$ cat src/rtl/uart_irq_pkg.sv
package uart_irq_pkg;
    localparam int DATA_W   = 32;
    localparam int NCAUSE   = 5;
    localparam int NMODEM   = 4;
    localparam int NEN      = 4;
    localparam int CFG_W    = 8;
    localparam int LINE_W   = 8;
    localparam int CNT_W    = 10;
    localparam int CNT_LO_W = 8;
    localparam int CNT_HI_W = CNT_W - CNT_LO_W;

    // cause bit positions (software decodes these)
    localparam int C_LINE    = 0;
    localparam int C_RXAVAIL = 1;
    localparam int C_TIMEOUT = 2;
    localparam int C_TXSPACE = 3;
    localparam int C_MODEM   = 4;

    // enable bit positions in the configuration byte
    localparam int EN_RX    = 0;
    localparam int EN_TX    = 1;
    localparam int EN_LINE  = 2;
    localparam int EN_MODEM = 3;

    typedef struct packed {
        logic [CNT_LO_W-1:0] cnt_lo;
        logic [LINE_W-1:0]   line;
        logic [NMODEM-1:0]   lvl;
        logic [NMODEM-1:0]   delta;
        logic [CNT_HI_W-1:0] cnt_hi;
        logic                rsvd;
        logic [NCAUSE-1:0]   cause;
    } status_t;

    function automatic logic [NCAUSE-1:0] cause_mask(input logic [NEN-1:0] en);
        logic [NCAUSE-1:0] m;
        m            = '0;
        m[C_LINE]    = en[EN_LINE];
        m[C_RXAVAIL] = en[EN_RX];
        m[C_TIMEOUT] = en[EN_RX];
        m[C_TXSPACE] = en[EN_TX];
        m[C_MODEM]   = en[EN_MODEM];
        return m;
    endfunction

    function automatic status_t pack_status(
        input logic [NCAUSE-1:0] cause,
        input logic [NMODEM-1:0] delta,
        input logic [NMODEM-1:0] lvl,
        input logic [LINE_W-1:0] line,
        input logic [CNT_W-1:0]  cnt
    );
        status_t s;
        s.cause  = cause;
        s.rsvd   = 1'b0;
        s.cnt_hi = cnt[CNT_W-1:CNT_LO_W];
        s.delta  = delta;
        s.lvl    = lvl;
        s.line   = line;
        s.cnt_lo = cnt[CNT_LO_W-1:0];
        return s;
    endfunction
endpackage

$ cat src/rtl/uis_cause_bank.sv
module uis_cause_bank #(
    parameter int N = 5
) (
    input  logic         clk,
    input  logic         rst,
    input  logic [N-1:0] set_i,
    input  logic [N-1:0] clr_i,
    output logic [N-1:0] cause_o
);
    for (genvar i = 0; i < N; i++) begin : g_bit
        always_ff @(posedge clk) begin
            if (rst)
                cause_o[i] <= 1'b0;
            else if (set_i[i])
                cause_o[i] <= 1'b1;   // event wins over acknowledge
            else if (clr_i[i])
                cause_o[i] <= 1'b0;
        end
    end
endmodule

$ cat src/rtl/uis_modem_track.sv
module uis_modem_track #(
    parameter int N      = 4,
    parameter int STAGES = 2
) (
    input  logic         clk,
    input  logic         rst,
    input  logic [N-1:0] lines_i,
    input  logic         clr_i,
    output logic [N-1:0] lvl_o,
    output logic [N-1:0] delta_o,
    output logic         change_o
);
    logic [N-1:0] sync_q [STAGES];
    logic [N-1:0] edge_w;

    assign edge_w   = sync_q[STAGES-1] ^ lvl_o;
    assign change_o = |edge_w;

    always_ff @(posedge clk) begin
        if (rst) begin
            for (int k = 0; k < STAGES; k++) sync_q[k] <= '0;
        end else begin
            sync_q[0] <= lines_i;
            for (int k = 1; k < STAGES; k++) sync_q[k] <= sync_q[k-1];
        end
    end

    always_ff @(posedge clk) begin
        if (rst) begin
            lvl_o   <= '0;
            delta_o <= '0;
        end else begin
            lvl_o   <= sync_q[STAGES-1];
            delta_o <= (delta_o & ~{N{clr_i}}) | edge_w;
        end
    end
endmodule

$ cat src/rtl/uis_cfg_reg.sv
module uis_cfg_reg #(
    parameter int W = 8
) (
    input  logic         clk,
    input  logic         rst,
    input  logic         wr_i,
    input  logic [W-1:0] data_i,
    output logic [W-1:0] cfg_o
);
    always_ff @(posedge clk) begin
        if (rst)
            cfg_o <= '0;
        else if (wr_i)
            cfg_o <= data_i;
    end
endmodule

$ cat src/rtl/uart_irq_status.sv
module uart_irq_status
    import uart_irq_pkg::*;
#(
    parameter int ADDR_W      = 2,
    parameter int SYNC_STAGES = 2
) (
    input  logic              clk,
    input  logic              rst,
    input  logic              wr_en,
    input  logic [ADDR_W-1:0] wr_addr,
    input  logic [CFG_W-1:0]  wr_data,
    input  logic [ADDR_W-1:0] rd_addr,
    output logic [DATA_W-1:0] rd_data,
    input  logic              ev_line_err,
    input  logic              ev_rx_avail,
    input  logic              ev_rx_timeout,
    input  logic              ev_tx_space,
    input  logic [LINE_W-1:0] line_stat,
    input  logic [CNT_W-1:0]  rx_count,
    input  logic [NMODEM-1:0] modem_in,
    output logic              irq
);
    localparam logic [ADDR_W-1:0] ADDR_STAT = ADDR_W'(0);
    localparam logic [ADDR_W-1:0] ADDR_CFG  = ADDR_W'(1);

    logic              ack_wr;
    logic              cfg_wr;
    logic [NCAUSE-1:0] clr_vec;
    logic [NCAUSE-1:0] set_vec;
    logic [NCAUSE-1:0] cause;
    logic [NMODEM-1:0] lvl;
    logic [NMODEM-1:0] delta;
    logic              modem_change;
    logic [CFG_W-1:0]  cfg_q;
    logic [NEN-1:0]    en;
    status_t           status;

    assign ack_wr  = wr_en && (wr_addr == ADDR_STAT);
    assign cfg_wr  = wr_en && (wr_addr == ADDR_CFG);
    assign clr_vec = ack_wr ? wr_data[NCAUSE-1:0] : '0;

    always_comb begin
        set_vec            = '0;
        set_vec[C_LINE]    = ev_line_err;
        set_vec[C_RXAVAIL] = ev_rx_avail;
        set_vec[C_TIMEOUT] = ev_rx_timeout;
        set_vec[C_TXSPACE] = ev_tx_space;
        set_vec[C_MODEM]   = modem_change;
    end

    uis_modem_track #(.N(NMODEM), .STAGES(SYNC_STAGES)) u_modem (
        .clk      (clk),
        .rst      (rst),
        .lines_i  (modem_in),
        .clr_i    (clr_vec[C_MODEM]),
        .lvl_o    (lvl),
        .delta_o  (delta),
        .change_o (modem_change)
    );

    uis_cause_bank #(.N(NCAUSE)) u_causes (
        .clk     (clk),
        .rst     (rst),
        .set_i   (set_vec),
        .clr_i   (clr_vec),
        .cause_o (cause)
    );

    uis_cfg_reg #(.W(CFG_W)) u_cfg (
        .clk    (clk),
        .rst    (rst),
        .wr_i   (cfg_wr),
        .data_i (wr_data),
        .cfg_o  (cfg_q)
    );

    assign en     = cfg_q[NEN-1:0];
    assign irq    = |(cause & cause_mask(en));
    assign status = pack_status(cause, delta, lvl, line_stat, rx_count);

    always_comb begin
        if (rd_addr == ADDR_STAT)
            rd_data = status;
        else if (rd_addr == ADDR_CFG)
            rd_data = {{(DATA_W-CFG_W){1'b0}}, cfg_q};
        else
            rd_data = '0;
    end
endmodule

$ cat config.mk
export PLATFORM = sky130hd
export DESIGN_NAME = uart_irq_status
export DESIGN_NICKNAME = d
export VERILOG_FILES = /design/src/rtl/uart_irq_pkg.sv /design/src/rtl/uis_cause_bank.sv /design/src/rtl/uis_modem_track.sv /design/src/rtl/uis_cfg_reg.sv /design/src/rtl/uart_irq_status.sv
export SDC_FILE = /design/constraint.sdc
export NUM_CORES = 1
export LEC_CHECK = 0
export ABC_CLOCK_PERIOD_IN_PS = 960
export BUFFER_PORTS_ARGS = -buffer_cell sky130_fd_sc_hd__buf_2
export CAP_MARGIN = 20
export CORE_ASPECT_RATIO = 1.5
export CORE_MARGIN = 4
export CORE_UTILIZATION = 41
export CTS_BUF_LIST = sky130_fd_sc_hd__clkbuf_8
export DETAILED_ROUTE_END_ITERATION = 10
export PLACE_DENSITY_LB_ADDON = 0.3
export SETUP_SLACK_MARGIN = 0.05
export SYNTH_ARGS = -nofsm -noshare
export SYNTH_HDL_FRONTEND = slang
export SYNTH_HIERARCHICAL = 1
export SYNTH_SLANG_ARGS = --single-unit
$ cat constraint.sdc
create_clock -name clk -period 0.96 [get_ports clk]
set_input_delay 0.192 -clock clk [delete_from_list [all_inputs] [get_ports clk]]
set_output_delay 0.192 -clock clk [all_outputs]
set_load 0.005 [all_outputs]
==> results of run 1 <==
flip-flops by register name, summed over array words and instances (netlist names):
signal            cells
u_modem/lvl_o         4
u_cfg/cfg_o           8
u_modem/delta_o       4
u_causes/cause_o      5
u_modem/sync_q        8
worst max-delay path, delay by kind of cell (launching register included):
family	cells	cell delay, ps
compound gates	1	340
buf+inv	1	130
flops	1	320
simple gates	1	80
synth_stat cells (all sizes together):
master  number
a21oi        9
nand2b       9
nor2        16
mux2i       15
nor3b        1
nand2        1
o21ai        1
a222oi       1
nand4        1
and2        29
dfxtp       29
and2b        6
and3b        2
buf          7
nor2b        6
inv          5
xnor2        4
cells by family (layout without fill, tap and decap cells):
group                  after synthesis  count (layout)  share of synthesized area [%]
buffers and inverters               12             107                           6.26
AND/OR/NAND/NOR                     71              74                           33.8
multiplexers                        15              15                           10.9
AO/OA/AOI/OAI                       11              11                           4.36
flip-flops                          29              29                           42.1
XOR/XNOR                             4               4                           2.54
power breakdown:
part	switching (uW)	leakage (uW)	internal [uW]
registers	34.7	0.000244	1270
logic	201	0.000862	346
clock network	420	0.0000491	489
total	656	0.00116	2110
metal layers:
| metal | up-vias | routed length (um) |
|---|---|---|
| li1 | 650 | - |
| met1 | 569 | 1220 |
| met2 | 56 | 1850 |
| met3 | 8 | 270 |
| met4 | 0 | 75 |
| met5 | - | 0 |
stage by stage:
step	std cells	area [um2]	setup slack, ps	setup TNS, ps
global placement	260	1820	-267	-6610
finish	280	2300	-380	-2410
detailed placement	260	1820	-262	-7040
global route	280	2300	-438	-3470
floorplan	142	1380	66.9	0
CTS	278	2180	-394	-2540
final cells by class:
type / count / share of cell area [%]
multi-input cells: 104 / 35.8
repair buffers: 94 / 31.6
flip-flops and latches: 29 / 26.0
clock buffers: 5 / 2.99
well taps: 40 / 2.17
inverters: 5 / 0.815
clock inverters: 3 / 0.598
worst max-delay path by stage:
stage	end	slack, ps	cells past startpoint	from
after floorplan	rd_data[10]	70	4	rd_addr[0]
after global placement	u_modem/delta_o[2]	-270	5	wr_addr[0]
after detailed placement	u_modem/delta_o[2]	-260	5	wr_addr[0]
after CTS	irq	-390	3	u_cfg/cfg_o[3]
after global routing	irq	-440	3	u_causes/cause_o[4]
final	irq	-380	3	u_causes/cause_o[4]
repair_timing:
item / 4_1_cts / 5_1_grt
endpoints found under the setup margin: 38 / 35
endpoints found under the hold margin: 0 / 0
buffers inserted: 6 / 2
gates resized for setup: 47 / 28
pin swaps: 22 / 26
cloned: 4 / 0
==> results.py, run 1 <==
metrics = {
    "setup_path": {
        "worst_r2r_endpoint": "u_causes/cause_o[4]",
        "timing.reg2reg.setup_slack_ps": 40,
        "worst_path_max_delay_cell": "sky130_fd_sc_hd__a222oi_1",
        "crit_chain": "a222oi_1, nand2_1, buf_2",
        "crit_path_max_incr_delay_ps": 340,
        "critical_path_class": "register to primary output",
        "critical_path_arrival_ps": 1150,
        "regToRegStartpoint": "u_modem/lvl_o[3]",
        "critical_path.startpoint_type": "register",
        "crit_fanout": 2,
        "reg2regPathDepth": 5,
        "end_kind": "primary output",
        "critPathRequiredTime_ps": 770,
    },
    "timing": {
        "setup_slack_ps": -380,
        "max_slew_margin_pct": 80.2,
        "final-hold-violation-count": 0,
        "tightest_slew_ps": 298,
        "timing.fmax_ghz": 0.746,
        "finalMaxSlewViolations": 0,
        "period_share_pct": 140,
        "rsz0062_at_grt": "true",
        "post-route-min-period_ps": 1340,
        "hold_slack_ps": 125,
        "clock_skew_ps": 3.87,
        "final-setup-viol-count": 17,
    },
    "synth": {
        "ys_warn_count": 6,
        "yosys.area.top_type": "sky130_fd_sc_hd__dfxtp_1",
        "synth_top_cells_by_area": "sky130_fd_sc_hd__dfxtp_1, sky130_fd_sc_hd__mux2i_1, sky130_fd_sc_hd__and2_1",
        "synth_unique_cells": 23,
        "post_synthesis_instance_area_um2": 1380,
        "ys_ff_latch": 29,
        "synth_nets": 183,
        "sequential_fraction_of_the_synthesis_area_pct": 42.1,
        "area_share_of_the_largest_cell_type_after_synthesis_pct": 42.1,
        "synth_cells": 142,
        "synth_area_per_cell_um2": 9.71,
    },
    "routing": {
        "post-route-drc-count": 0,
        "ant_nets": 0,
        "postRouteWirelength_um": 3420,
        "first_iter_violations": 18,
        "drt-vias-per-instance": 4.58,
        "wire_per_inst_um": 12.2,
        "routed_vias": 1283,
        "firstDrtPassIters": 4,
    },
    "placed_design": {
        "gp_routability_congestion": 0.884,
        "port_buffers": 73,
        "hpwlAfterDp_um": 2320,
    },
    "clocking": {
        "ctsHoldBuffers": 0,
        "tritoncts.num_buffers": 5,
        "clkLatencyLatePin_ps": 270,
        "number_of_clock_sinks_seen_by_cts": 29,
        "htree_levels": 2,
        "deepest_clock_path_buffer_count": 2,
        "clk_transition_reported_paths_ps": 60,
        "clock-root-buffer": "sky130_fd_sc_hd__clkbuf_8",
        "cts_tree": "built",
    },
    "global_route": {
        "grt_max_degree": 14,
        "grt_use_met3_pct": 5.53,
        "gr-max-usage-layer": "met2",
        "grtUsageMet1_pct": 14.4,
        "antenna_found_initial": 0,
        "gr-total-overflow": 0,
        "first_pass_grt_wire_length_um": 5310,
        "global_route.usage.met2_pct": 29.4,
        "global_route_usage_over_all_layers_pct": 15.6,
        "via_count_of_the_first_global_routing_pass": 1211,
    },
    "pwr": {
        "static-leakage-power_uw": 0.00116,
        "p_per_area_nw_per_um2": 1200,
        "vdd_drop_max_v": 0.00101,
        "power.total_uw": 2760,
    },
    "floorplanning": {
        "starting_utilization_of_the_core_area_pct": 43.2,
        "die_width_um": 55.4,
        "core_area_um2": 3190,
        "io_pins": 74,
        "floorplan.rows": 25,
        "fp.dieArea_um2": 4370,
        "floorplan.die.height_um": 79.0,
    },
    "job": {
        "cap_violations": 0,
    },
    "finish": {
        "final-seq-area_um2": 599,
        "utilization_pct": 72.2,
        "filler_cell_count": 233,
        "final_common_cell": "sky130_fd_sc_hd__buf_2",
        "multi_input_comb_area_um2": 825,
        "mostFrequentLayoutCells": "sky130_fd_sc_hd__buf_2, sky130_fd_sc_hd__buf_6, sky130_fd_sc_hd__and2_4",
        "synthToLayoutAreaGrowth_pct": 67.0,
        "antenna_cells_inserted": 0,
        "fraction_of_layout_cells_with_a_size_suffix_above_1_pct": 64.6,
        "finish.net_count": 280,
    },
    "run_status": {
        "failed_checks": "negative setup slack",
        "run_status": "finished with violations",
    },
    "worst_hold_path": {
        "timing.hold.worst.class": "input pin to register",
        "hold_depth": 2,
        "hold_path_startpoint": "modem_in[1]",
        "whs_endpoint": "u_modem/sync_q[0][1]",
    },
}
Power figures use the tool's default switching activity.
==> inputs of run 2 (changes only) <==
--- a/config.mk
+++ b/config.mk
@@ -8,9 +8,11 @@
 export ABC_CLOCK_PERIOD_IN_PS = 960
 export BUFFER_PORTS_ARGS = -buffer_cell sky130_fd_sc_hd__buf_2
 export CAP_MARGIN = 20
+export CELL_PAD_IN_SITES_DETAIL_PLACEMENT = 0
+export CELL_PAD_IN_SITES_GLOBAL_PLACEMENT = 1
 export CORE_ASPECT_RATIO = 1.5
 export CORE_MARGIN = 4
-export CORE_UTILIZATION = 41
+export CORE_UTILIZATION = 30
 export CTS_BUF_LIST = sky130_fd_sc_hd__clkbuf_8
 export DETAILED_ROUTE_END_ITERATION = 10
 export PLACE_DENSITY_LB_ADDON = 0.3
==> results.py, run 2 (synthesis results as in run 1) <==
metrics = {
    "pwr": {
        "p_per_area_nw_per_um2": 1330,
        "vdd_drop_max_v": 0.00177,
        "static-leakage-power_uw": 0.00116,
    },
    "clocking": {
        "clock-root-buffer": "sky130_fd_sc_hd__clkbuf_8",
        "clk_transition_reported_paths_ps": 70,
        "htree_levels": 2,
        "number_of_clock_sinks_seen_by_cts": 29,
        "tritoncts.num_buffers": 5,
        "ctsHoldBuffers": 0,
        "cts_tree": "built",
        "clkLatencyLatePin_ps": 280,
        "deepest_clock_path_buffer_count": 2,
    },
    "finish": {
        "fraction_of_layout_cells_with_a_size_suffix_above_1_pct": 67.5,
        "antenna_cells_inserted": 0,
        "utilization_pct": 54.7,
        "synthToLayoutAreaGrowth_pct": 72.8,
        "post_layout_nonfiller_instances": 286,
        "final_common_cell": "sky130_fd_sc_hd__buf_2",
        "mostFrequentLayoutCells": "sky130_fd_sc_hd__buf_2, sky130_fd_sc_hd__buf_6, sky130_fd_sc_hd__and2_4, sky130_fd_sc_hd__dfxtp_2",
        "finish.net_count": 280,
        "top_regs": "u_cfg/cfg_o (8), u_modem/sync_q (8), u_causes/cause_o (5)",
    },
    "setup_path": {
        "timing.reg2reg.setup_slack_ps": 30,
        "regToRegStartpoint": "u_modem/lvl_o[3]",
        "critPathRequiredTime_ps": 770,
        "critical_path_class": "register to primary output",
        "crit_family": "buffers and inverters",
        "crit_chain": "buf_4, buf_6, mux2i_1, nor2_1, buf_2",
        "crit_path_max_incr_delay_ps": 320,
        "worst_r2r_endpoint": "u_causes/cause_o[4]",
        "worst_path_max_delay_cell": "sky130_fd_sc_hd__dfxtp_2",
        "critical_path_arrival_ps": 1160,
        "crit_fanout": 2,
        "end_kind": "primary output",
        "critical_path.startpoint_type": "register",
        "reg2regPathDepth": 5,
        "crit_buf_inv": 3,
    },
    "timing": {
        "post-route-min-period_ps": 1350,
        "rsz0062_at_grt": "true",
        "tightest_slew_ps": 250,
        "final-hold-violation-count": 0,
        "period_share_pct": 140,
        "timing.fmax_ghz": 0.742,
        "totalNegativeSetupSlack_ps": -3210,
        "clock_skew_ps": 1.10,
        "setup_slack_ps": -387,
        "final-setup-viol-count": 33,
        "finalMaxSlewViolations": 0,
        "max_slew_margin_pct": 83.2,
        "hold_slack_ps": 122,
    },
    "run_status": {
        "run_status": "finished with violations",
        "failed_checks": "negative setup slack",
    },
    "floorplanning": {
        "floorplan.rows": 29,
        "floorplan.die.height_um": 91.0,
        "io_pins": 74,
        "die_width_um": 63.4,
        "core_area_um2": 4350,
        "starting_utilization_of_the_core_area_pct": 31.7,
        "fp.dieArea_um2": 5770,
    },
    "global_route": {
        "gr-total-overflow": 0,
        "grt_max_degree": 15,
        "antenna_found_initial": 0,
        "first_pass_grt_wire_length_um": 5970,
        "global_route_usage_over_all_layers_pct": 13.2,
        "via_count_of_the_first_global_routing_pass": 1322,
    },
    "routing": {
        "wire_per_inst_um": 13.1,
        "first_iter_violations": 13,
        "drt-vias-per-instance": 4.51,
        "firstDrtPassIters": 4,
        "routed_vias": 1289,
        "post-route-drc-count": 0,
        "ant_nets": 0,
        "postRouteWirelength_um": 3750,
    },
    "placed_design": {
        "hpwlAfterDp_um": 2570,
        "gp_routability_congestion": 0.718,
        "placement.setup.worst_slack_ps": -184,
        "port_buffers": 73,
        "post-place-cells": 264,
    },
    "worst_hold_path": {
        "whs_endpoint": "u_modem/sync_q[0][3]",
        "timing.hold.worst.class": "input pin to register",
        "hold_depth": 2,
        "hold_path_startpoint": "modem_in[3]",
    },
    "job": {
        "cap_violations": 0,
    },
}
==> run 2: repair_timing <==
action / in CTS / in global routing
endpoints found under the setup margin: 34 / 34
pin swaps: 15 / 20
gates cloned: 3 / 0
buffers inserted: 8 / 3
resized for setup: 50 / 35
==> run 2: worst register-to-register path, cell delays in order, from the launching register on <==
cell                      delay (ps)
sky130_fd_sc_hd__dfxtp_2         330
sky130_fd_sc_hd__buf_6           120
sky130_fd_sc_hd__xnor2_4         150
sky130_fd_sc_hd__nand4_1         100
sky130_fd_sc_hd__inv_1            80
sky130_fd_sc_hd__a21oi_2          50
==> run 2: worst max-delay path by stage <==
| stage | slack [ps] | start | end | cells past startpoint |
|---|---|---|---|---|
| 2_1_floorplan | 70 | rd_addr[0] | rd_data[10] | 4 |
| 4_1_cts | -390 | u_cfg/cfg_o[3] | irq | 3 |
| 5_1_grt | -470 | u_cfg/cfg_o[3] | irq | 3 |
| 6_report | -390 | u_cfg/cfg_o[3] | rd_data[3] | 5 |
| 3_3_place_gp | -180 | rd_addr[0] | rd_data[14] | 4 |
| 3_5_place_dp | -180 | rd_addr[0] | rd_data[30] | 4 |
==> run 2: layout make-up <==
cell class                 count  area (um2)
fill                         411        1970
multi-input combinational    104         836
timing repair buffer          94         746
sequential                    29         604
clock buffer                   6        82.6
tap                           46        57.6
clock inverter                 2        37.5
inverter                       5        18.8
==> run 2: routing by layer <==
layer	up-vias	GRT usage [%]	wire length [um]
li1	650	-	-
met2	55	24.6	2020
met3	7	4.44	267
met4	0	5.41	57
met5	-	0	0
met1	577	13.0	1400
==> run 2: power by group <==
part / internal [uW] / switching, uW
registers: 1270 / 37.6
clock network: 843 / 460
logic: 337 / 209
total: 2450 / 706
==> run 2: per-stage QoR <==
step	area [um2]	total power (uW)
finish	2380	3160
global route	2380	3330
CTS	2200	3140
detailed placement	1830	1710
global placement	1830	1710
floorplan	1380	1530
